<file path="config.mk">
export PLATFORM = sky130hd
export DESIGN_NAME = lbx_engine
export DESIGN_NICKNAME = d
export VERILOG_FILES = /design/src/rtl/lbx_pkg.sv /design/src/rtl/lbx_word_asm.sv /design/src/rtl/lbx_addr_gen.sv /design/src/rtl/lbx_rd_ser.sv /design/src/rtl/lbx_engine.sv
export SDC_FILE = /design/constraint.sdc
export NUM_CORES = 1
export LEC_CHECK = 0
export BUFFER_PORTS_ARGS = -buffer_cell sky130_fd_sc_hd__buf_4
export CAP_MARGIN = 15
export CORE_ASPECT_RATIO = 1.2
export CORE_MARGIN = 2
export CORE_UTILIZATION = 30
export CTS_BUF_LIST = sky130_fd_sc_hd__clkbuf_16
export CTS_CLUSTER_DIAMETER = 50
export DETAILED_ROUTE_END_ITERATION = 8
export PLACE_DENSITY = 0.54
export SYNTH_ARGS = -nofsm -noshare
export SYNTH_HDL_FRONTEND = slang
export SYNTH_SLANG_ARGS = --single-unit
</file>
<file path="constraint.sdc">
create_clock -name clk -period 2.08 [get_ports clk]
set_input_delay 0.312 -clock clk [delete_from_list [all_inputs] [get_ports clk]]
set_output_delay 0.312 -clock clk [all_outputs]
set_load 0.02 [all_outputs]
</file>
<file path="src/rtl/lbx_pkg.sv">
package lbx_pkg;

  localparam int CMD_W = 4;

  typedef enum logic [2:0] {
    ST_IDLE,
    ST_ADDR,
    ST_WDATA,
    ST_RLEN,
    ST_RREQ,
    ST_RWAIT,
    ST_RSEND,
    ST_DRAIN
  } lbx_state_t;

  // codes 0..3 are served; bit 0 selects read, bit 1 selects repeat
  function automatic logic cmd_known(input logic [CMD_W-1:0] c);
    return c[CMD_W-1:2] == '0;
  endfunction

  function automatic logic cmd_is_read(input logic [CMD_W-1:0] c);
    return c[0];
  endfunction

  function automatic logic cmd_is_rep(input logic [CMD_W-1:0] c);
    return c[1];
  endfunction

endpackage

</file>
<file path="src/rtl/lbx_word_asm.sv">
module lbx_word_asm #(
  parameter int DATA_W = 32,
  parameter int BYTE_W = 8
) (
  input  logic              clk,
  input  logic              rst_n,
  input  logic              clr,
  input  logic              in_valid,
  input  logic [BYTE_W-1:0] in_byte,
  output logic              word_done,
  output logic [DATA_W-1:0] word
);
  localparam int BPW = DATA_W / BYTE_W;
  localparam int CW  = $clog2(BPW);

  logic [DATA_W-1:0] sh_q;
  logic [CW-1:0]     cnt_q;

  // big-endian gather: newest byte lands in the low lane
  function automatic logic [DATA_W-1:0] push_byte(input logic [DATA_W-1:0] s,
                                                  input logic [BYTE_W-1:0] b);
    return {s[DATA_W-BYTE_W-1:0], b};
  endfunction

  assign word_done = in_valid && (cnt_q == CW'(BPW - 1));
  assign word      = push_byte(sh_q, in_byte);

  always_ff @(posedge clk or negedge rst_n) begin
    if (!rst_n) begin
      sh_q  <= '0;
      cnt_q <= '0;
    end else if (clr) begin
      sh_q  <= '0;
      cnt_q <= '0;
    end else if (in_valid) begin
      sh_q  <= word;
      cnt_q <= word_done ? '0 : cnt_q + 1'b1;
    end
  end

endmodule

</file>
<file path="src/rtl/lbx_addr_gen.sv">
module lbx_addr_gen #(
  parameter int ADDR_W = 32,
  parameter int STEP   = 4
) (
  input  logic              clk,
  input  logic              rst_n,
  input  logic              load,
  input  logic [ADDR_W-1:0] load_val,
  input  logic              step,
  input  logic              hold,
  output logic [ADDR_W-1:0] addr
);
  function automatic logic [ADDR_W-1:0] next_addr(input logic [ADDR_W-1:0] a,
                                                  input logic h);
    return h ? a : a + ADDR_W'(STEP);
  endfunction

  always_ff @(posedge clk or negedge rst_n) begin
    if (!rst_n)    addr <= '0;
    else if (load) addr <= load_val;
    else if (step) addr <= next_addr(addr, hold);
  end

  assert_addr_step_R3: assert property (@(posedge clk) disable iff (!rst_n)
    (step && !hold && !load) |=> addr == $past(addr) + ADDR_W'(STEP));

  assert_addr_hold_R4: assert property (@(posedge clk) disable iff (!rst_n)
    (step && hold && !load) |=> $stable(addr));

endmodule

</file>
<file path="src/rtl/lbx_rd_ser.sv">
module lbx_rd_ser #(
  parameter int DATA_W = 32,
  parameter int BYTE_W = 8
) (
  input  logic              clk,
  input  logic              rst_n,
  input  logic              load,
  input  logic [DATA_W-1:0] din,
  output logic              busy,
  output logic              last,
  output logic [BYTE_W-1:0] out_byte
);
  localparam int BPW = DATA_W / BYTE_W;
  localparam int CW  = $clog2(BPW);

  logic [DATA_W-1:0] sh_q;
  logic [CW-1:0]     cnt_q;

  assign out_byte = sh_q[DATA_W-1 -: BYTE_W];
  assign last     = busy && (cnt_q == CW'(BPW - 1));

  always_ff @(posedge clk or negedge rst_n) begin
    if (!rst_n) begin
      sh_q  <= '0;
      cnt_q <= '0;
      busy  <= 1'b0;
    end else if (load) begin
      sh_q  <= din;
      cnt_q <= '0;
      busy  <= 1'b1;
    end else if (busy) begin
      sh_q  <= sh_q << BYTE_W;
      cnt_q <= cnt_q + 1'b1;
      if (last) busy <= 1'b0;
    end
  end

  assert_ser_first_R7: assert property (@(posedge clk) disable iff (!rst_n)
    load |=> busy && out_byte == $past(din[DATA_W-1 -: BYTE_W]));

  assert_ser_end_R7: assert property (@(posedge clk) disable iff (!rst_n)
    (last && !load) |=> !busy);

endmodule

</file>
<file path="src/rtl/lbx_engine.sv">
module lbx_engine #(
  parameter int ADDR_W = 32,
  parameter int DATA_W = 32,
  parameter int BYTE_W = 8,
  parameter int LEN_W  = 8
) (
  input  logic                      clk,
  input  logic                      rst_n,
  input  logic                      pkt_start,
  input  logic [lbx_pkg::CMD_W-1:0] pkt_cmd,
  input  logic                      pay_valid,
  input  logic [BYTE_W-1:0]         pay_byte,
  input  logic                      pkt_end,
  output logic [ADDR_W-1:0]         lb_addr,
  output logic [DATA_W-1:0]         lb_wdata,
  output logic                      lb_wr,
  output logic                      lb_rd,
  input  logic [DATA_W-1:0]         lb_rdata,
  input  logic                      lb_rack,
  output logic                      rb_valid,
  output logic [BYTE_W-1:0]         rb_byte
);
  import lbx_pkg::*;

  localparam int STEP = DATA_W / BYTE_W;

  lbx_state_t        state_q, state_n;
  logic              rep_q, rd_q, bad_q, end_seen_q;
  logic [LEN_W-1:0]  remain_q;
  logic [DATA_W-1:0] wdata_q;
  logic              wr_q;

  // named internal events
  logic              asm_clr, asm_in, asm_done;
  logic [DATA_W-1:0] asm_word;
  logic              addr_load, word_issue, addr_step;
  logic              ser_load, ser_busy, ser_last;
  logic [BYTE_W-1:0] ser_byte;
  logic              len_take, reads_done, closed_now;
  lbx_state_t        after_reads;

  assign asm_clr    = (state_q == ST_IDLE);
  assign asm_in     = pay_valid && (state_q == ST_ADDR || state_q == ST_WDATA);
  assign addr_load  = asm_done && (state_q == ST_ADDR);
  assign word_issue = asm_done && (state_q == ST_WDATA);
  assign len_take   = pay_valid && (state_q == ST_RLEN);
  assign ser_load   = lb_rack && (state_q == ST_RWAIT);
  assign reads_done = ser_last && (state_q == ST_RSEND) && (remain_q == LEN_W'(1));
  assign addr_step  = wr_q || (ser_last && state_q == ST_RSEND);
  assign closed_now = end_seen_q || pkt_end;
  assign after_reads = closed_now ? ST_IDLE : ST_DRAIN;

  lbx_word_asm #(.DATA_W(DATA_W), .BYTE_W(BYTE_W)) u_asm (
    .clk(clk), .rst_n(rst_n), .clr(asm_clr), .in_valid(asm_in),
    .in_byte(pay_byte), .word_done(asm_done), .word(asm_word)
  );

  lbx_addr_gen #(.ADDR_W(ADDR_W), .STEP(STEP)) u_addr (
    .clk(clk), .rst_n(rst_n), .load(addr_load), .load_val(ADDR_W'(asm_word)),
    .step(addr_step), .hold(rep_q), .addr(lb_addr)
  );

  lbx_rd_ser #(.DATA_W(DATA_W), .BYTE_W(BYTE_W)) u_ser (
    .clk(clk), .rst_n(rst_n), .load(ser_load), .din(lb_rdata),
    .busy(ser_busy), .last(ser_last), .out_byte(ser_byte)
  );

  always_comb begin
    state_n = state_q;
    unique case (state_q)
      ST_IDLE:  if (pkt_start) state_n = cmd_known(pkt_cmd) ? ST_ADDR : ST_DRAIN;
      ST_ADDR: begin
        if (pkt_end)        state_n = ST_IDLE;
        else if (addr_load) state_n = rd_q ? ST_RLEN : ST_WDATA;
      end
      ST_WDATA: if (pkt_end) state_n = ST_IDLE;
      ST_RLEN: begin
        if (len_take) begin
          if (pay_byte == '0) state_n = pkt_end ? ST_IDLE : ST_DRAIN;
          else                state_n = ST_RREQ;
        end else if (pkt_end) begin
          state_n = ST_IDLE;
        end
      end
      ST_RREQ:  state_n = ST_RWAIT;
      ST_RWAIT: if (lb_rack) state_n = ST_RSEND;
      ST_RSEND: begin
        if (reads_done)    state_n = after_reads;
        else if (ser_last) state_n = ST_RREQ;
      end
      ST_DRAIN: if (pkt_end) state_n = ST_IDLE;
      default:  state_n = ST_IDLE;
    endcase
  end

  always_ff @(posedge clk or negedge rst_n) begin
    if (!rst_n) begin
      state_q    <= ST_IDLE;
      rep_q      <= 1'b0;
      rd_q       <= 1'b0;
      bad_q      <= 1'b0;
      end_seen_q <= 1'b0;
      remain_q   <= '0;
      wr_q       <= 1'b0;
      wdata_q    <= '0;
    end else begin
      state_q <= state_n;
      wr_q    <= word_issue;
      if (word_issue) wdata_q <= asm_word;
      if (state_q == ST_IDLE) begin
        end_seen_q <= 1'b0;
        if (pkt_start) begin
          rep_q <= cmd_is_rep(pkt_cmd);
          rd_q  <= cmd_is_read(pkt_cmd);
          bad_q <= !cmd_known(pkt_cmd);
        end else begin
          bad_q <= 1'b0;
        end
      end else if (pkt_end) begin
        end_seen_q <= 1'b1;
      end
      if (len_take)                            remain_q <= LEN_W'(pay_byte);
      else if (ser_last && state_q == ST_RSEND) remain_q <= remain_q - 1'b1;
    end
  end

  assign lb_wr    = wr_q;
  assign lb_wdata = wdata_q;
  assign lb_rd    = (state_q == ST_RREQ);
  assign rb_valid = ser_busy;
  assign rb_byte  = ser_byte;

  assert_strobe_data_R2: assert property (@(posedge clk) disable iff (!rst_n)
    word_issue |=> lb_wr && lb_wdata == $past(asm_word));

  assert_strobe_single_R2: assert property (@(posedge clk) disable iff (!rst_n)
    (lb_wr && !word_issue) |=> !lb_wr);

  assert_partial_drop_R5: assert property (@(posedge clk) disable iff (!rst_n)
    (state_q == ST_WDATA && pkt_end && !asm_done) |=> !lb_wr);

  assert_rd_single_R6: assert property (@(posedge clk) disable iff (!rst_n)
    lb_rd |=> !lb_rd);

  assert_rd_no_overlap_R6: assert property (@(posedge clk) disable iff (!rst_n)
    lb_rd |-> !ser_busy);

  assert_ignored_quiet_R9: assert property (@(posedge clk) disable iff (!rst_n)
    bad_q |-> !lb_wr && !lb_rd && !rb_valid);

  assert_idle_quiet_R10: assert property (@(posedge clk) disable iff (!rst_n)
    (state_q == ST_IDLE) |-> !lb_rd && !rb_valid);

  assert_wr_rd_excl_R11: assert property (@(posedge clk) disable iff (!rst_n)
    !(lb_wr && lb_rd));

endmodule

</file>
==> metrics.md <==
| Metric | Value |
|---|---|
| Wire length of the first global-routing pass | `30,300 microns` |
| Data arrival, critical path | `2.24 ns` |
| Synthesized area per cell | `10.0 sq um` |
| Final TNS setup | `0 ns` |
| Synth warn | `0` |
| Asr flop ratio synth | `100%` |
| Setup violations, final | `0` |
| Syn-to-layout area delta | `29.9%` |
| Total CTS buffers | `17` |
| Worst-Margin Slew | `0.527 ns` |
| Max-cap check violation count | `0` |
| Hold Vio Cnt, Final | `0` |
| Max Slew Vio Count | `0` |
| H-tree depth | `4` |
| Worst hold margin | `~0.080 ns` |
| Crit end category | `flop` |
| Layout fillers | `2,139` |
| Setup CP Type | `reg2reg` |
| Tot GR Track Use | `16.6%` |
| Switch share | `39.3%` |
| Synth Area in XOR/XNOR | `3.93%` |
| Die ar. | `roughly 23,000 sq um` |
| Final net count | `858` |
| Drt drc | `0` |
| Fin crit period | `roughly 1.9 ns` |
| Share of the synthesized area in the top cell type | `52.4%` |
| Setup ws final | `0.148 ns` |
| Reg power frac | `36.4%` |
| R2r endpoint | `u_addr.addr[29]` |
| DP Cell Count | `1,057` |
| HPWL after detailed placement | `13,400 microns` |
| Routed wire length per instance | `17.3 microns` |
| Synth Flop Type | `dfrtp_1` |
| Max incr delay on CP | `about 0.37 ns` |
| Largest family of logic cells by synthesized area | `simple AND/OR/NAND/NOR gates` |
| GRT overflow | `0` |
| Share of layout cells above drive strength 1 | `30.2%` |
| Crit-path max FO | `14` |
| Worst skew pair latency | `0.43 ns` |
| Post-synth EDFFs | `0` |
| Clock share of power | `24.9%` |
| DR pass1 iterations | `4` |
| Post-synthesis adder-cell area fraction | `between 1 and 1.5%` |
| Rel. slew slack | `64.8%` |
| Rows | `59` |
| Syn_nets | `721` |
| Worst min path class | `in2reg` |
| Ant. Diodes | `0` |
| Post-synthesis cell type count | `50` |
| Antenna Nets Post-Route | `0` |
| Combinational Power Share | `38.7%` |
| Largest net degree at the start of global routing | `59` |
| Commonest non-fill, non-tap cell in the layout | `buf_4` |
| Initial core utilization | `30.7%` |
| Startpoint Class | `flop` |
| Hold path start | `lb_rdata[3]` |
| PortBufs | `124` |
| Hold-critical path endpoint | `u_ser.sh_q[3]` |
| RSZ-0062 raised after global routing | `false` |
| Cell Pwr Density | `approximately 1400 nW/um^2` |
| Cell Area, Synth | `6680 sq um` |
| #FFs+latches synth | `140` |
| Dpl ws | `around 0.09 ns` |
| Hold depth | `3` |
| R2R depth | `7` |
| Cells after Synth | `~670` |
| DRT Wirelength | `18,800 microns` |
| Crit-path cells | `ha_1 > nand2_2 > o31a_1 > buf_4 > nor4_2 > xnor2_1 > o21ai_1` |
| Yosys top cell by area | `dfrtp_1` |
| 1st-iter DRT viols | `384` |
| Root Buffer | `clkbuf_16` |
| Post-synthesis sequential area ratio | `52.4%` |
| Sw Pwr | `4.82 mW` |
| Worst Clk Skew | `0.0113 ns` |
| Worst IR Drop VDD | `0.000680 V` |
| Clock buffer depth | `2` |
| Final cell count without fillers | `1,089` |
| Via-per-instance ratio | `4.88` |
| Initial antenna violation count | `0` |
| Synth Area in Simple Gates | `21.6%` |
| Crit path required time | `2.39 ns` |
| Critical path's slowest cell | `dfrtp_1` |
| Die W | `140 microns` |
| Clock Pin Slew Worst Setup and Hold Paths | `0.06 ns` |
| Final Cycle Share | `between 90 and 100%` |
| CTS tree | `done` |
| Overall Power | `12.3 mW` |
| Compound-Gate Fraction of Synth Area | `7.43%` |
| Status | `completed` |
| DR vias | `5,317` |
| I/O pin count | `125` |
| Core ar. | `21,800 sq um` |
| Fmax | `518 MHz` |
| Post-synthesis mux area share | `a little under 10%` |
| Die H | `167 microns` |
| P_int | `7.45 mW` |
| Vias in the first global route | `5,426` |
| Ranking of synthesized cells by area | `dfrtp_1 52%, nand2_1 7.9%, mux2_2 5.2%, mux2i_1 3.9%, nand3_1 3.4%` |
| Gpl congestion | `about 0.83` |
| Clock sink total | `140` |
| Reg2reg setup slack | `0.15 ns` |
| Most frequent cells in the layout | `158 x buf_4, 140 x nand2_1, 140 x dfrtp_1, 46 x nand3_1, 41 x o21ai_0` |
| Leak Pwr | `3.96 nW` |
| Reg2reg start | `u_ser.cnt_q[0]` |
-- critical path: cells and delay by family (launching register included) --
kind	cells	cell delay [ns]
simple gates	2	0.45
compound gates	2	0.41
flops	1	0.37
buf+inv	1	0.22
fa+ha+maj	1	0.18
xor+xnor	1	0.17
-- synth_stat cells, types with 7 or more instances --
library cell	n
xnor2_1	21
dfrtp_1	140
nor2b_1	7
xor2_1	9
o21ai_1	16
mux2i_1	26
o21ai_0	41
nor2_1	28
and3_1	8
a21oi_1	15
clkbuf_1	20
nand3_1	46
nand4_1	11
nor4_2	12
nor3_1	8
buf_4	9
nand2_1	141
buf_2	9
mux2_2	31
-- cells by family after synthesis --
| logic type | Yosys count |
|---|---|
| buffers and inverters | 51 |
| AND/OR/NAND/NOR | 289 |
| AO/OA/AOI/OAI | 89 |
| flip-flops | 140 |
| adder cells (fa/ha/maj) | 6 |
| multiplexers | 61 |
| XOR/XNOR | 30 |
-- state kept, by name (all words and copies together) (netlist names), 2 cells and up --
| register | cells |
|---|---|
| lb_wdata | 32 |
| remain_q | 8 |
| state_q | 3 |
| u_addr.addr | 32 |
| u_asm.cnt_q | 2 |
| u_asm.sh_q | 24 |
| u_ser.cnt_q | 2 |
| u_ser.sh_q | 32 |
-- power groups by stage --
| stage | sequential, mW | clock, mW | combinational (mW) |
|---|---|---|---|
| floorplan | 4.64 | 0 | 2.80 |
| global placement | 4.49 | 0 | 4.72 |
| detailed placement | 4.51 | 0 | 4.77 |
| CTS | 4.46 | 3.13 | 4.80 |
| global route | 4.60 | 3.25 | 5.23 |
| finish | 4.47 | 3.06 | 4.75 |
-- final cells by class --
class | count | area [sq um] | area share (%)
clock buffer | 17 | 425 | 4.90
clock inverter | 14 | 161 | 1.86
timing repair buffer | 164 | 1290 | 14.8
inverter | 5 | 18.8 | 0.216
sequential | 140 | 3500 | 40.4
tap | 274 | 343 | 3.95
multi-input combinational | 475 | 2940 | 33.9
-- worst max-delay path by stage --
stage                                from               to  depth (start not counted)
final                      u_ser.cnt_q[0]  u_addr.addr[29]                          7
after global routing       u_ser.cnt_q[0]  u_addr.addr[26]                          7
after CTS                  u_ser.cnt_q[0]  u_addr.addr[29]                          7
after detailed placement   u_ser.cnt_q[0]  u_addr.addr[29]                          7
after global placement     u_ser.cnt_q[0]  u_addr.addr[30]                          7
after floorplan           u_addr.addr[17]  u_addr.addr[31]                          6
-- per-layer routing --
metal / wire [microns] / part of all wire, % / vias up / GRT usage (%)
met4: 253 / 1.3 / 0 / 5.23
met2: 9070 / 48 / 112 / 26.4
met1: 8790 / 47 / 2600 / 22.7
met3: 706 / 3.7 / 19 / 3.35
met5: 0 / 0 / - / 0
li1: - / - / 2586 / -
-- through the flow --
step / util [%] / area, sq um
3_3_place_gp: 37.1 / 8080
4_1_cts: 39.9 / 8680
6_report: 39.9 / 8680
5_1_grt: 39.9 / 8680
3_5_place_dp: 37.1 / 8080
2_1_floorplan: - / 6680
-- what timing repair did --
item / 4_1_cts / 5_1_grt
hold buffers: 1 / 0
setup buffers: 0 / 0
gates resized for setup: 0 / 1
endpoints found under the hold margin: 43 / 0
endpoints found under the setup margin: 0 / 11
Note: power is estimated with default switching activity, not from simulation.
